`src/rtl/scan_serializer.sv`:
```
module scan_serializer #(
  parameter int BLK_W = 4
) (
  input  logic             clk,
  input  logic             rst_n,
  input  logic             tester_en,
  input  logic             load_valid,
  input  logic [BLK_W-1:0] load_data,
  output logic             scan_out,
  output logic             scan_en,
  output logic             empty,
  output logic             overflow
);
  localparam int CNT_W = $clog2(BLK_W + 1);

  logic [BLK_W-1:0] shreg;
  logic [CNT_W-1:0] remain;
  logic             take;
  logic             room;

  assign take = load_valid & tester_en;
  assign room = (remain <= CNT_W'(1));

  always_ff @(posedge clk) begin
    if (!rst_n) begin
      shreg    <= '0;
      remain   <= '0;
      overflow <= 1'b0;
    end else begin
      overflow <= take & ~room;
      if (take && room) begin
        shreg  <= load_data;
        remain <= CNT_W'(BLK_W);
      end else if (remain != '0) begin
        shreg  <= shreg >> 1;
        remain <= remain - CNT_W'(1);
      end
    end
  end

  assign scan_en  = (remain != '0);
  assign empty    = (remain == '0);
  assign scan_out = shreg[0];
endmodule

```
`config.mk`:
```
export PLATFORM = sky130hd
export DESIGN_NAME = scan_serializer
export DESIGN_NICKNAME = d
export VERILOG_FILES = /design/src/rtl/scan_serializer.sv
export SDC_FILE = /design/constraint.sdc
export NUM_CORES = 1
export LEC_CHECK = 0
export ABC_AREA = 1
export BUFFER_PORTS_ARGS = -buffer_cell sky130_fd_sc_hd__buf_4
export CORE_AREA = 2 2 39 41
export CTS_CLUSTER_SIZE = 12
export DETAILED_ROUTE_END_ITERATION = 8
export DIE_AREA = 0 0 41 43
export HOLD_SLACK_MARGIN = 0.03
export PLACE_DENSITY = 0.55
export SETUP_SLACK_MARGIN = 0.5
export SKIP_CTS_REPAIR_TIMING = 1
export SLEW_MARGIN = 20
export SYNTH_ARGS = -nofsm -noshare
export SYNTH_HDL_FRONTEND = slang
export SYNTH_SLANG_ARGS = --single-unit
```
`constraint.sdc`:
```
create_clock -name clk -period 1.25 [get_ports clk]
set_input_delay 0.1875 -clock clk [delete_from_list [all_inputs] [get_ports clk]]
set_output_delay 0.1875 -clock clk [all_outputs]
set_load 0.05 [all_outputs]
```
Word-level counts from Yosys, hierarchy flattened
Cells that the tools add are included.
{"block": "word_totals", "regBits": 8, "latch_bits": 0, "ram_bits": 0, "mem_bits_ro": 0, "out_inout_bits": 4, "word_cells": 19, "mem_count": 0}
{"block": "classes", "n_addsub": 1, "n_mul": 0, "div_mod_pow": 0, "n_lt_le_gt_ge": 1, "n_eq_ne": 0, "shifts": 0, "muxes": 4, "n_bitwise": 4, "n_reduce_logical": 5}
{"cell": "$mux 4", "n": 2}
{"cell": "$mux 3", "n": 2}
{"cell": "$le 3x1->1 const B", "n": 1}
{"cell": "$logic_not 3->1", "n": 1}
{"cell": "$reduce_bool 3->1", "n": 1}
{"cell": "$sub 3x1->3 const B", "n": 1}
{"cell": "$and 1x1->1", "n": 2}
{"cell": "$not 1->1", "n": 2}
{"cell": "$reduce_bool 2->1", "n": 1}
{"cell": "$reduce_or 2->1", "n": 1}
{"cell": "$logic_and 1x1->1", "n": 1}

Logic depth before layout (Yosys ltp)
Gate-level depths: netlist of run 1.
{"block": "logic_depth", "ltp_word": 3, "mapped_depth": 8}

Least setup slack after synthesis of run 1
No wires, ideal clock.
{"block": "synth_timing", "path_type": "flip-flop to flip-flop", "start": "reg remain[0]", "end": "reg remain[1]", "setup_ps": 116, "arrival_ps": 1251, "required_ps": 1134, "setup_slack_ps": -117, "stages_incl_launch_ff": 8, "n_path_buf": 0, "period_less_slack_ps": 1367, "path_cell_list": "dfxtp_1 inv_1 ha_1 nand2_4 inv_4 nand2_1 o21ai_1 and3_1"}
{"block": "synth_between", "word_cells_on_any_way": 5, "cone_classes": "1 x add/sub; 1 x order compare; 3 x reduce/logical"}
{"element": "start: declaration", "line": "17", "source": "logic [CNT_W-1:0] remain;"}
{"element": "start signal: assignment", "line": "33", "source": "remain <= CNT_W'(BLK_W);"}
{"element": "start signal: assignment", "line": "36", "source": "remain <= remain - CNT_W'(1);"}
{"element": "$reduce_bool 3->1"}
{"element": "via scan_en", "line": "10", "source": "output logic scan_en,"}
The timed path passes the listed nets, and every way through them passes these cells.
A chain may end at the register's enable or synchronous reset.

Final worst setup path of run 1
{"block": "layout_timing", "start": "reg remain[0]", "end": "out empty"}
{"block": "layout_between", "elab_chain_cells": 1}
{"element": "$logic_not 3->1", "line": "42", "source": "assign empty = (remain == '0);"}
{"element": "end: declaration", "line": "11", "source": "output logic empty,"}
Every way passes these cells.

==> results.toml, run 1 <==
[finish]
drive_gt1_share_pct = 48.8
most_frequent_standard_cell_in_the_layout_excluding_fill_and_tap_cells = "buf_4"
n_antenna_cell = 0
final_cell_mix = "buf_4, nand2_1, nand3_1"
finalNetCount = 95
final_design_area_no_fill_sq_um = 722
synthToLayoutAreaGrowth_pct = 61.2

[worst_setup_path]
timing.critical_path.from_type = "register"
critical_path.max_stage_delay_ns = 0.36
worst-endpoint-required_ns = 1.06
cp_top_family = "flip-flops"
setup.worst_path.end_class = "primary output"
cp.buffers_inverters = 3
slowest_stage_cell_crit_path = "dfxtp_4"
crit_arrival_ns = 1.12
criticalPathCategory = "register to primary output"
crit_chain = "inv_4 > ha_4 > nand2_8 > inv_12 > buf_12"
worst-path-max-fanout = 5

[logic_synthesis]
largest_cells_by_area_after_synthesis = "dfxtp_1, nand2_1, nand3_1"
mappedNetlistArea_sq_um = 448
synthDominantCellAreaShare_pct = 35.8
ys_seq_area_share_pct = 35.8
ys_ff_latch = 8
netlist.top_cell.by_area = "dfxtp_1"
yosys_warnings = 0
synthDistinctLibCells = 21
synth_async_sr_flop_share_pct = 0
synth.net_count = 71
number_of_flops_mapped_to_enable_cells_by_yosys = 0
syn_avg_cell_area_sq_um = 7.47
yosys_most_used_dff = "dfxtp_1"
syn-instance-count = 60

[floorplanning]
die-height_microns = 43
floorplan.core_area_sq_um = 1380
dieArea_sq_um = 1760
rows = 14
chipWidth_microns = 41
initial_core_util_pct = 32.4
floorplan.io_pins = 12

[power]
p_leak_uw = 0.000336
power-per-cell-area_nw_per_um2 = 2620
p_total_uw = 1890
vdd.ir_drop.worst_mv = 1.88

[cts]
tritoncts = "built"
cts_buffers = 3
clock-sinks = 8
cts.reportedPaths.clkPinSlew_ns = 0.06
cts_root_buf = "clkbuf_4"
number_of_levels_in_the_clock_h_tree = 1
worstSkewPairLatency_ns = 0.26
clock_tree.buffer_depth = 2

[worst_hold_path]
holdCritPathClass = "primary input to register"

[sta]
setup_viol_count_final = 2
timing_worst_slew_pin_value_ns = 0.267
final_max_slew_viol_count = 0
final_min_period_over_clock_period_pct = 104
fmaxAchievable_mhz = 766
final_hold_viol_count = 0
rsz0062_at_grt = "true"
min_period_ns = 1.31
final_critical_path_setup_slack_ns = -0.0553
slew_hr_pct = 82.1
final.setup_skew_ns = 0.00417
totalNegativeSetupSlack_ns = -0.0919

[run_status]
failing_checks = "negative setup slack"
status = "finished with violations"

[global_route]
grt_remaining_overflow = 0
pin_count_of_the_biggest_net_entering_global_routing = 11
grt_usage_pct = 12.4
grt_pass1_vias = 348
grt_pass1_wl_microns = 1440
antenna_found_initial = 0

[routing]
drt-wirelength-per-cell_microns = 9.64
detailedRoute.firstPassIterationCount = 3
drc = 0
total_vias_in_the_final_route = 440
ant_nets = 0
totalWireLength_microns = 945
vias_per_cell = 4.49
drtIter0Drc = 3

[place]
dpl.hpwl_microns = 677
gp_congestion = 0.688
port_buffers = 11
placement.cell_area_sq_um = 594

[flow_run]
drv.max_cap_violation_count = 0
-- sequential cells by signal, indices dropped and copies added, names as in the netlist --
signal / cells
shreg: 4
remain: 3
overflow: 1
-- cell families (layout without fill, tap and decap cells) --
logic type / count (synthesis) / count (layout) / share of synthesized area, %
XOR/XNOR: 1 / 1 / 1.96
AND/OR/NAND/NOR: 30 / 30 / 34.4
flip-flops: 8 / 8 / 35.8
adder cells (fa/ha/maj): 3 / 3 / 8.38
AO/OA/AOI/OAI: 7 / 7 / 9.78
buffers and inverters: 11 / 33 / 9.78
-- worst paths after layout --
| check | startpoint | to | slack (ns) | cells past startpoint |
|---|---|---|---|---|
| max | remain[0] | empty | -0.06 | 5 |
| min | rst_n | remain[1] | 0.18 | 2 |
| max reg2reg | remain[0] | remain[1] | 0.04 | 8 |
| min reg2reg | shreg[2] | shreg[2] | 0.49 | 2 |
-- metrics by stage --
stage               utilization, %  hold WS, ns  cells  setup slack, ns
finish                        52.2        0.180     98          -0.0553
detailed placement            42.9        0.445     87           0.0489
global route                  52.2        0.193     98          -0.0997
global placement              42.9        0.441     87           0.0442
CTS                           44.6        0.181     90           -0.160
floorplan                        -        0.331     60            0.130
-- cells in the mapped netlist, drive strengths merged (2+ instances only) --
cell,count
a21oi,4
o21ai,2
nor3,2
inv,10
dfxtp,8
nand3,9
nand2,16
ha,3
-- final cells by class --
| type | instances | area [sq um] |
|---|---|---|
| fill | 136 | 662 |
| multi-input combinational | 41 | 273 |
| timing repair buffer | 19 | 178 |
| sequential | 8 | 168 |
| inverter | 11 | 61.3 |
| clock buffer | 3 | 22.5 |
| tap | 16 | 20.0 |
-- metal layers --
| metal | vias to the layer above | wire [microns] | global-route usage (%) |
|---|---|---|---|
| li1 | 238 | - | - |
| met1 | 191 | 430 | 15.9 |
| met2 | 9 | 449 | 16.6 |
| met3 | 2 | 50 | 6.28 |
| met4 | 0 | 14 | 6.00 |
| met5 | - | 0 | 0 |
-- report_power, final --
part           internal [uW]  switching (uW)
sequential               338            53.2
combinational            585             705
clock                    110            95.6
(Power assumes the default switching activity.)
==> inputs of run 2 (changes only) <==
--- a/config.mk
+++ b/config.mk
@@ -12,10 +12,11 @@
 export DETAILED_ROUTE_END_ITERATION = 8
 export DIE_AREA = 0 0 41 43
 export HOLD_SLACK_MARGIN = 0.03
-export PLACE_DENSITY = 0.55
+export PLACE_DENSITY = 0.57
 export SETUP_SLACK_MARGIN = 0.5
 export SKIP_CTS_REPAIR_TIMING = 1
 export SLEW_MARGIN = 20
 export SYNTH_ARGS = -nofsm -noshare
 export SYNTH_HDL_FRONTEND = slang
 export SYNTH_SLANG_ARGS = --single-unit
+export TNS_END_PERCENT = 5
==> constraint.sdc (replaced) <==
create_clock -name clk -period 1.17 [get_ports clk]
set_input_delay 0.1755 -clock clk [delete_from_list [all_inputs] [get_ports clk]]
set_output_delay 0.1755 -clock clk [all_outputs]
set_load 0.05 [all_outputs]
==> run 2 against run 1 <==
- the run still ends with negative setup slack left
- register-to-register slack worse by 0.06 ns
- power is 2.8% higher
- utilization is 2.6 points lower
- largest power group unchanged
- clock skew is 0.0032 ns higher
- sequential share of layout area is 1.0 points higher
- global-route usage is 1.2 points higher
- die area stayed put
- worst hold slack worse by 0.0065 ns
- cell count is 2.0% lower
- worst setup slack worse by 0.072 ns
- routed wire length is 2.8% higher
==> results.toml, run 2 (synthesis gave the netlist of run 1 again) <==
[floorplanning]
die-height_microns = 43
initial_core_util_pct = 32.4
rows = 14
floorplan.io_pins = 12
chipWidth_microns = 41
floorplan.core_area_sq_um = 1380
dieArea_sq_um = 1760

[finish]
top_regs = "shreg (4), remain (3), overflow (1)"
most_frequent_standard_cell_in_the_layout_excluding_fill_and_tap_cells = "nand2_1"
finalNetCount = 93
largest_reg_flops = 4
synthToLayoutAreaGrowth_pct = 53.1
regMostFlops = "shreg"
final_cell_mix = "nand2_1, buf_4, nand3_1"
drive_gt1_share_pct = 42.5
final_design_area_no_fill_sq_um = 686
filler_cell_count = 145
n_antenna_cell = 0

[routing]
totalWireLength_microns = 971
highest-signal-layer = "met4"
drt-wirelength-per-cell_microns = 10.1
total_vias_in_the_final_route = 441
ant_nets = 0
detailedRoute.firstPassIterationCount = 4
drc = 0
met3RoutedLength_microns = 50
wl_met1_microns = 439
vias_per_cell = 4.59
route.met2.wl_microns = 466
drtIter0Drc = 3

[sta]
totalNegativeSetupSlack_ns = -0.262
min_period_ns = 1.30
setup_viol_count_final = 4
timing_worst_slew_pin_value_ns = 0.236
fmaxAchievable_mhz = 771
final_max_slew_viol_count = 0
rsz0062_at_grt = "true"
final_critical_path_setup_slack_ns = -0.128
final_min_period_over_clock_period_pct = 111
final_hold_viol_count = 0
final.setup_skew_ns = 0.00740
slew_hr_pct = 84.2

[global_route]
grt_pass1_wl_microns = 1500
grt_pass1_vias = 357
grt_remaining_overflow = 0
antenna_found_initial = 0
grt_usage_pct = 13.6
pin_count_of_the_biggest_net_entering_global_routing = 11

[run_status]
failing_checks = "negative setup slack"
status = "finished with violations"

[worst_hold_path]
min_path_cells = 3
timing.hold.worst_endpoint = "shreg[3]"
worstHoldStart = "load_data[3]"
holdCritPathClass = "primary input to register"

[worst_setup_path]
timing.critical_path.from_type = "register"
crit_arrival_ns = 1.12
criticalPathCategory = "register to primary output"
worstRegToRegCells = 8
crit_chain = "inv_4 > ha_4 > nand2_8 > inv_12 > buf_12"
r2r_setup_slack_ns = -0.02
worst-endpoint-required_ns = 0.99
critical_path.max_stage_delay_ns = 0.36
worst-path-max-fanout = 6
setup.worst_path.end_class = "primary output"
slowest_stage_cell_crit_path = "dfxtp_4"
worstReg2RegEnd = "remain[1]"
regToRegStartpoint = "remain[0]"

[place]
dpl.hpwl_microns = 686
gp_congestion = 0.731
port_buffers = 11
placement.cell_area_sq_um = 592

[cts]
cts_root_buf = "clkbuf_4"
worstSkewPairLatency_ns = 0.26
tritoncts = "built"
cts_buffers = 3
clock-sinks = 8
clock_tree.buffer_depth = 2
number_of_levels_in_the_clock_h_tree = 1
cts.reportedPaths.clkPinSlew_ns = 0.06

[power]
netSwitchingFraction_pct = 46.1
power.internal_uw = 1050
clock_power_share_pct = 11.2
p_seq_share_pct = 21.3
p_switching_uw = 896
power-per-cell-area_nw_per_um2 = 2830
vdd.ir_drop.worst_mv = 1.14
power.combinational.fraction_pct = 67.5
p_total_uw = 1940
p_leak_uw = 0.000318

[flow_run]
drv.max_cap_violation_count = 0
run 2: critical path: cells and delay by family (launching register included):
kind                       cells  cell delay [ns]
buffers and inverters          3             0.27
DFF                            1             0.36
adders and majority gates      1             0.16
and+or+nand+nor                1             0.08
run 2: per-stage QoR:
step | hold slack (ns) | cells | util, % | setup WS [ns]
after floorplan | 0.319 | 60 | - | 0.0503
after global placement | 0.446 | 88 | 42.8 | 0.0287
after detailed placement | 0.440 | 88 | 42.8 | 0.0160
final | 0.173 | 96 | 49.5 | -0.128
after CTS | 0.166 | 91 | 44.4 | -0.225
after global routing | 0.160 | 96 | 49.5 | -0.186
run 2: layout make-up:
cell class | count | area [sq um] | area share (%)
Tap cell | 16 | 20.0 | 2.92
Sequential cell | 8 | 166 | 24.3
Inverter | 11 | 56.3 | 8.21
Timing Repair Buffer | 17 | 155 | 22.6
Clock buffer | 3 | 22.5 | 3.28
Multi-Input combinational cell | 41 | 265 | 38.7
run 2: worst max path at each step:
stage	startpoint	endpoint	depth (start not counted)
2_1_floorplan	remain[0]	remain[1]	7
3_3_place_gp	remain[1]	shreg[1]	8
3_5_place_dp	remain[1]	shreg[3]	8
4_1_cts	remain[0]	empty	5
5_1_grt	remain[0]	empty	5
6_report	remain[0]	empty	5
run 2: metal layers:
| layer | GRT usage, % | vias to the layer above |
|---|---|---|
| li1 | - | 234 |
| met1 | 16.2 | 196 |
| met2 | 18.1 | 9 |
| met3 | 9.42 | 2 |
| met4 | 6.00 | 0 |
| met5 | 0 | - |
run 2: power by group through the flow:
stage          clock [uW]  combinational, uW  sequential (uW)
2_1_floorplan           0                777              454
3_3_place_gp            0               1060              407
3_5_place_dp            0               1070              407
4_1_cts               230               1070              401
5_1_grt               254               1410              420
6_report              217               1310              413
